File: src/rtl/acc_alu_pkg.sv
package acc_alu_pkg;
    localparam int DW  = 8;
    localparam int NW  = DW / 2;

    typedef enum logic [3:0] {
        OP_ADD  = 4'd0,
        OP_ADC  = 4'd1,
        OP_SUBC = 4'd2,
        OP_AND  = 4'd3,
        OP_OR   = 4'd4,
        OP_XOR  = 4'd5,
        OP_IFEQ = 4'd6,
        OP_IFGT = 4'd7,
        OP_IFBN = 4'd8,
        OP_DRSZ = 4'd9
    } alu_op_e;

    typedef enum logic [1:0] {
        WR_NONE = 2'd0,
        WR_ACC  = 2'd1,
        WR_REG  = 2'd2
    } wr_tgt_e;

    typedef struct packed {
        logic [DW-1:0] val;
        logic          cy;
        logic          hc;
    } sum_t;

    // Ripple sum split at the nibble boundary so the half-carry falls out directly.
    function automatic sum_t add_split(input logic [DW-1:0] a, input logic [DW-1:0] b,
                                       input logic cin);
        logic [NW:0] lo;
        logic [NW:0] hi;
        sum_t r;
        lo = {1'b0, a[NW-1:0]} + {1'b0, b[NW-1:0]} + {{NW{1'b0}}, cin};
        hi = {1'b0, a[DW-1:NW]} + {1'b0, b[DW-1:NW]} + {{NW{1'b0}}, lo[NW]};
        r.val = {hi[NW-1:0], lo[NW-1:0]};
        r.cy  = hi[NW];
        r.hc  = lo[NW];
        return r;
    endfunction

    function automatic logic is_arith(input logic [3:0] op);
        return (op == OP_ADC) || (op == OP_SUBC);
    endfunction
endpackage

File: src/rtl/alu_adder.sv
module alu_adder
    import acc_alu_pkg::*;
(
    input  logic [DW-1:0] a_i,
    input  logic [DW-1:0] b_i,
    input  logic          sub_i,
    input  logic          cin_i,
    output sum_t          sum_o
);
    logic [DW-1:0] b_eff;

    always_comb begin
        b_eff = sub_i ? ~b_i : b_i;
        sum_o = add_split(a_i, b_eff, cin_i);
    end

    // With carry in set, subtract carry equals "a >= b".
    always_comb begin
        if (sub_i && cin_i)
            assert_subc_noborrow_R3: assert (sum_o.cy == (a_i >= b_i));
    end
endmodule

File: src/rtl/alu_logic.sv
module alu_logic
    import acc_alu_pkg::*;
(
    input  logic [3:0]    op_i,
    input  logic [DW-1:0] a_i,
    input  logic [DW-1:0] b_i,
    output logic [DW-1:0] y_o
);
    always_comb begin
        unique case (op_i)
            OP_AND:  y_o = a_i & b_i;
            OP_OR:   y_o = a_i | b_i;
            default: y_o = a_i ^ b_i;
        endcase
    end

    always_comb begin
        if (op_i == OP_AND)
            assert_and_subset_R4: assert ((y_o & ~a_i) == '0);
    end
endmodule

File: src/rtl/alu_skip.sv
module alu_skip
    import acc_alu_pkg::*;
(
    input  logic [3:0]    op_i,
    input  logic [DW-1:0] acc_i,
    input  logic [DW-1:0] opnd_i,
    input  logic [NW-1:0] bnib_i,
    input  logic [DW-1:0] dec_i,
    output logic          skip_o
);
    logic eq_acc, gt_acc, eq_nib, dec_zero;

    always_comb begin
        eq_acc   = (acc_i == opnd_i);
        gt_acc   = (acc_i > opnd_i);
        eq_nib   = (bnib_i == opnd_i[NW-1:0]);
        dec_zero = (dec_i == '0);
        case (op_i)
            OP_IFEQ: skip_o = !eq_acc;
            OP_IFGT: skip_o = !gt_acc;
            OP_IFBN: skip_o = eq_nib;
            OP_DRSZ: skip_o = dec_zero;
            default: skip_o = 1'b0;
        endcase
    end

    // Greater and equal cannot both hold, so a greater test skips whenever equal.
    always_comb begin
        if (op_i == OP_IFGT && eq_acc)
            assert_gt_equal_skips_R6: assert (skip_o);
    end
endmodule

File: src/rtl/acc_alu.sv
module acc_alu
    import acc_alu_pkg::*;
(
    input  logic [3:0]    op_i,
    input  logic [DW-1:0] acc_i,
    input  logic [DW-1:0] opnd_i,
    input  logic [NW-1:0] breg_lo_i,
    input  logic [DW-1:0] regv_i,
    input  logic          c_i,
    input  logic          hc_i,
    output logic [DW-1:0] res_o,
    output logic [1:0]    wr_o,
    output logic          c_o,
    output logic          hc_o,
    output logic          skip_o
);
    sum_t          ad_sum;
    logic [DW-1:0] lg_y;
    logic [DW-1:0] dec_v;
    logic          add_cin;

    always_comb begin
        add_cin = (op_i == OP_ADD) ? 1'b0 : c_i;
        dec_v   = regv_i - {{(DW-1){1'b0}}, 1'b1};
    end

    alu_adder u_add (
        .a_i   (acc_i),
        .b_i   (opnd_i),
        .sub_i (op_i == OP_SUBC),
        .cin_i (add_cin),
        .sum_o (ad_sum)
    );

    alu_logic u_log (
        .op_i (op_i),
        .a_i  (acc_i),
        .b_i  (opnd_i),
        .y_o  (lg_y)
    );

    alu_skip u_skp (
        .op_i   (op_i),
        .acc_i  (acc_i),
        .opnd_i (opnd_i),
        .bnib_i (breg_lo_i),
        .dec_i  (dec_v),
        .skip_o (skip_o)
    );

    always_comb begin
        res_o = '0;
        wr_o  = WR_NONE;
        c_o   = c_i;
        hc_o  = hc_i;
        case (op_i)
            OP_ADD, OP_ADC, OP_SUBC: begin
                res_o = ad_sum.val;
                wr_o  = WR_ACC;
            end
            OP_AND, OP_OR, OP_XOR: begin
                res_o = lg_y;
                wr_o  = WR_ACC;
            end
            OP_DRSZ: begin
                res_o = dec_v;
                wr_o  = WR_REG;
            end
            default: ;
        endcase
        if (is_arith(op_i)) begin
            c_o  = ad_sum.cy;
            hc_o = ad_sum.hc;
        end
    end

    always_comb begin
        if (op_i <= OP_XOR)
            assert_no_skip_alu_R10: assert (!skip_o);
        if (op_i > OP_DRSZ)
            assert_unused_idle_R9: assert (wr_o == WR_NONE && !skip_o && res_o == '0);
        if (op_i == OP_DRSZ)
            assert_drsz_skip_R8: assert (skip_o == (regv_i == 8'd1));
        if (wr_o == WR_NONE)
            assert_nowrite_flags_R9: assert (c_o == c_i && hc_o == hc_i);
    end
endmodule

File: config.mk
export PLATFORM = sky130hd
export DESIGN_NAME = acc_alu
export DESIGN_NICKNAME = d
export VERILOG_FILES = /design/src/rtl/acc_alu_pkg.sv /design/src/rtl/alu_adder.sv /design/src/rtl/alu_logic.sv /design/src/rtl/alu_skip.sv /design/src/rtl/acc_alu.sv
export SDC_FILE = /design/constraint.sdc
export NUM_CORES = 1
export LEC_CHECK = 0
export BUFFER_PORTS_ARGS = -buffer_cell sky130_fd_sc_hd__buf_2
export CAP_MARGIN = 20
export CORE_MARGIN = 5
export CORE_UTILIZATION = 41
export DETAILED_ROUTE_END_ITERATION = 7
export PLACE_DENSITY = 0.69
export SETUP_SLACK_MARGIN = 0.4
export SLEW_MARGIN = 20
export SYNTH_ARGS = -nofsm -noshare
export SYNTH_HDL_FRONTEND = slang
export SYNTH_SLANG_ARGS = --single-unit
File: constraint.sdc
create_clock -name vclk -period 8.08
set_input_delay 1.616 -clock vclk [all_inputs]
set_output_delay 1.616 -clock vclk [all_outputs]
set_load 0.01 [all_outputs]
After elaboration in Yosys (flattened, before gate mapping). Index checks and enable logic that the tools add are counted.

Bits in registers: 0. Bits of input ports: 34. Logic and storage cells: 37.

Add/sub/neg operators: 5. Order comparisons: 1. Equality and inequality tests: 11. Mux-type cells: 8. Bitwise operators: 4. Reductions and logical operators: 8.

Operators by type and width (count): one-hot mux 8 bit (3 select lines) (1); equality test 4 x 3 -> 1 bit, second input constant (4); one-hot mux 8 bit (2 select lines) (1); adder 4 x 4 -> 5 bit (2); adder 5 x 1 -> 5 bit (2); bitwise AND 8 bit (1); equality test 4 x 2 -> 1 bit, second input constant (2); equality test 4 bit, second input constant (2); equality test 8 bit (1); greater-than comparator 8 bit (1); zero test 8 bit (1); two-way mux 8 bit (1); inverter 8 bit (1); OR 8 bit (1); subtractor 8 x 1 -> 8 bit, second input constant (1); XOR 8 bit (1); OR reduction 3 bit (2); OR reduction 6 bit (1); equality test 4 x 1 -> 1 bit, second input constant (1); equality test 4 bit (1); zero test 4 bit (1); one-hot mux 1 bit (4 select lines) (1); one-hot mux 2 bit (2 select lines) (1); two-way mux 1 bit (3); other kinds (2) (3).

Longest topological paths before layout.
Depth after elaboration: 6. Mapped depth: 14.

Hierarchy. A second synthesis with hierarchy kept.

Cells, all modules: 198. Area total of the unflattened synthesis: 1601.5 um2.

By module, submodules not included: acc_alu (times used 1, cells each 60, area each 459.2 um2, sequential area each 0.0 um2); alu_logic (times used 1, cells each 54, area each 444.2 um2, sequential area each 0.0 um2); alu_adder (times used 1, cells each 41, area each 387.9 um2, sequential area each 0.0 um2); alu_skip (times used 1, cells each 43, area each 310.3 um2, sequential area each 0.0 um2).

Least setup slack after synthesis. No wires, ideal clock.

Kind: input to output. Start: in op_i[1]. End: out res_o[5]. Data arrival time: 4710 ps. Setup slack: 1754 ps. Stages: 11. Buffers on the path: 2. Cell sequence: clkbuf_1 nor4b_1 clkbuf_1 xnor2_1 fa_1 fa_1 a21o_1 a21oi_1 fa_1 fa_1 o221ai_1.

Word-level cells in the longest chain between the ends: 6.

RTL lines: from (decl) (RTL line acc_alu.sv:4) `input logic [3:0] op_i,`; equality test 4 x 2 -> 1 bit (RTL line acc_alu.sv:30, acc_alu.sv:56); two-way mux 8 bit (RTL line alu_adder.sv:13) `b_eff = sub_i ? ~b_i : b_i;`; adder 4 x 4 -> 5 bit (RTL line acc_alu_pkg.sv:36) `lo = {1'b0, a[NW-1:0]} + {1'b0, b[NW-1:0]} + {{NW{1'b0}}, cin};`; adder 5 x 1 -> 5 bit (RTL line acc_alu_pkg.sv:36); adder 5 x 1 -> 5 bit (RTL line acc_alu_pkg.sv:37) `hi = {1'b0, a[DW-1:NW]} + {1'b0, b[DW-1:NW]} + {{NW{1'b0}}, lo[NW]};`; one-hot mux 8 bit (3 select lines) (*) (RTL line acc_alu.sv:56) `case (op_i)`; to (decl) (RTL line acc_alu.sv:11) `output logic [DW-1:0] res_o,`.

Mark *: on every way between the ends. The rest lies on a longest branch, timed or not.

Final worst setup path.
Start: in op_i[0]. End: out res_o[6].

Same word-level chain as after synthesis.

==> summary.txt <==
Run status
  – Run status: complete, no violations

Floorplanning
  – Die width: 69.0 µm
  – IO Pins: 47
  – # rows: 21
  – Die area: between 4000 and 5000 µm²
  – Initial core utilization: between 40% and 50%
  – Die height: 69.0 µm
  – Core area: between 3000 and 4000 µm²

Global routing
  – GR met3 Demand/Resource: between 1 and 1.5%
  – Met2 usage: 28.5%
  – Initial antenna violation count: 0
  – Most Crowded Layer GR: met2
  – Vias in the first global route: around 1.4k
  – Grt ovf: 0
  – First-pass GRT wire length: approximately 6200 µm
  – Pin count of the biggest net entering global routing: 18
  – GRT Util Overall: between 10% and 20%
  – GR Util met1: 22.7%

Detailed routing
  – WL/cell: ~14 µm
  – Pre-antenna DRT Iters: 4
  – Total number of vias: 1480
  – Vias per Instance: 5.34
  – DRC violations left: 0
  – DRT antenna net count: 0
  – DRT iter0 DRCs: 69
  – Total wire length: roughly 3900 µm

Placed design
  – Buffers on Ports: 47
  – Dpl ws: 1670 ps
  – Placed insts: 277
  – Hpwl dp: around 3400 µm
  – Routability cong.: around 0.88

Power
  – Power Density: around 56 nW/µm²
  – Clock power share: 0%
  – Sw frac: a little under three fifths
  – VDD IR max: ~0.025 mV
  – Cell-internal power: between 40 and 50 µW
  – Flop pwr share: 0%
  – Logic pwr share: 100.0%
  – Overall power: 94.9 µW
  – Psw: 52.5 µW
  – Pleak: a little under 0.9 nW

Logic synthesis
  – Post-synthesis simple-gate area fraction: 18.9%
  – Synth Area in Adders: about a third
  – Syn avg cell area: between 7 and 8 µm²
  – Mux contribution to synthesized area: 0%
  – Post-Synthesis Cells: between 150 and 200
  – Yosys synthesis warning count: 0
  – Main combinational cell family by area after synthesis: adder cells
  – Synth Area in XOR/XNOR: 13.5%
  – Post-synthesis compound-gate area fraction: between 20% and 30%
  – Sequential fraction of the synthesis area: 0%
  – Count of unique library cells instantiated by Yosys: 44
  – Mapped Area: between 1000 and 1500 µm²
  – Synthesized net count: approximately 260

Critical path
  – CP startpoint kind: primary input
  – Crit Path Class: primary input to output pin
  – CP Max Fanout: 17
  – Setup crit end kind: output pin
  – CP arrival: around 4800 ps
  – CP required: 6460 ps

Min path
  – Hold Startpoint: hc_i
  – WHS Path Cells: 4
  – Hold Crit Endpoint: hc_o
  – Type of the tightest min-delay check: primary input to output pin

Layout
  – Num sequential: 0
  – Area delta synth->final: 18.8%
  – FF+latch area: 0 µm²
  – Most frequent cells in the layout: buf_2, ha_1, inv_1, xnor2_1, a21oi_1
  – Non-filler cells, final: around 280
  – Commonest non-fill, non-tap cell in the layout: buf_2
  – Final #Nets: just over 300
  – Util after Layout: between 50% and 60%
  – # clk buffers: 0
  – Antenna Cells: 0
  – Share of cells above drive strength 1: 22.1%

Timing
  – Post-route setup slack: between 1500 and 2000 ps
  – RSZ-0062 raised after global routing: false
  – Final TNS setup: 0 ps
  – Fmax: 0.156 GHz
  – Max Slew Vio Count: 0
  – Normalized max-slew margin: between 50% and 60%
  – Final setup vio count: 0
  – Pin slew with the least headroom to its limit: around 620 ps
  – Fin. Hold Viols: 0
  – Post-layout min period: between 6000 and 7000 ps
  – Final worst-path cycle share: approximately 79%

Run
  – Max Cap Viol: 0

Clocking
  – Hold_buf cts: 0
  – Gates resized, CTS repair: 0
  – Post-CTS Repair Setup Buffers: 0
[critical path, cell delays in order]
cell,delay [ps]
buf_2,190
nor4b_2,290
buf_4,230
xnor2_1,110
fa_1,450
fa_1,430
a21o_1,180
a21oi_1,210
fa_1,250
fa_1,220
xor2_1,140
o32ai_1,100
a21oi_1,120
o21ai_0,100
buf_2,150
[layer usage]
metal / vias to the layer above / routed length [µm]
li1: 754 / -
met1: 672 / 1780
met2: 46 / 1840
met3: 8 / 170
met4: 0 / 85
met5: - / 0
[worst max-delay path by stage]
stage,from,end,slack [ps],cells past startpoint
final,op_i[0],res_o[6],1660,15
after global routing,op_i[0],res_o[6],1400,15
after CTS,op_i[0],res_o[6],1660,15
after detailed placement,op_i[0],res_o[6],1670,15
after global placement,op_i[0],res_o[6],1780,15
after floorplan,op_i[1],res_o[5],1750,11
[cell usage after synthesis, drive strengths merged, types with 2 or more instances]
cell type	instances	area, µm²
ha	32	400
inv	25	93.8
a21oi	15	75.1
xnor2	15	131
nor2	13	48.8
nand2	10	37.5
o21ai	9	45.0
xor2	7	61.3
a21o	4	30.0
a221o	4	40.0
buf	4	23.8
clkbuf	4	15.0
fa	4	80.1
nor3	4	20.0
nor4	4	25.0
nand2b	3	18.8
nand3	3	15.0
nor2b	3	26.3
o221ai	3	26.3
a221oi	2	17.5
a22oi	2	15.0
nand3b	2	15.0
[power by group through the flow]
stage | Clock, mW | Combinational (mW) | Sequential [mW]
2_1_floorplan | 0 | 0.0613 | 0
3_5_place_dp | 0 | 0.0947 | 0
6_report | 0 | 0.0949 | 0
4_1_cts | 0 | 0.0952 | 0
3_3_place_gp | 0 | 0.0936 | 0
5_1_grt | 0 | 0.107 | 0
[final cells by class]
class	count	area (µm²)
multi-input cells	158	1300
repair buffers	48	243
fillers	371	1670
well taps	46	57.6
inverters	25	93.8
[stage by stage]
stage | hold WS (ps) | instance area [µm²]
final | 3570 | 1690
after global routing | 3580 | 1690
after CTS | 3570 | 1690
after detailed placement | 3570 | 1690
after global placement | 3560 | 1690
after floorplan | 3390 | 1430
[cell families after synthesis]
family,after synthesis
AND/OR/NAND/NOR,49
adder cells (fa/ha/maj),36
buffers and inverters,33
XOR/XNOR,22
AO/OA/AOI/OAI,51
Power figures use the tool's default switching activity.
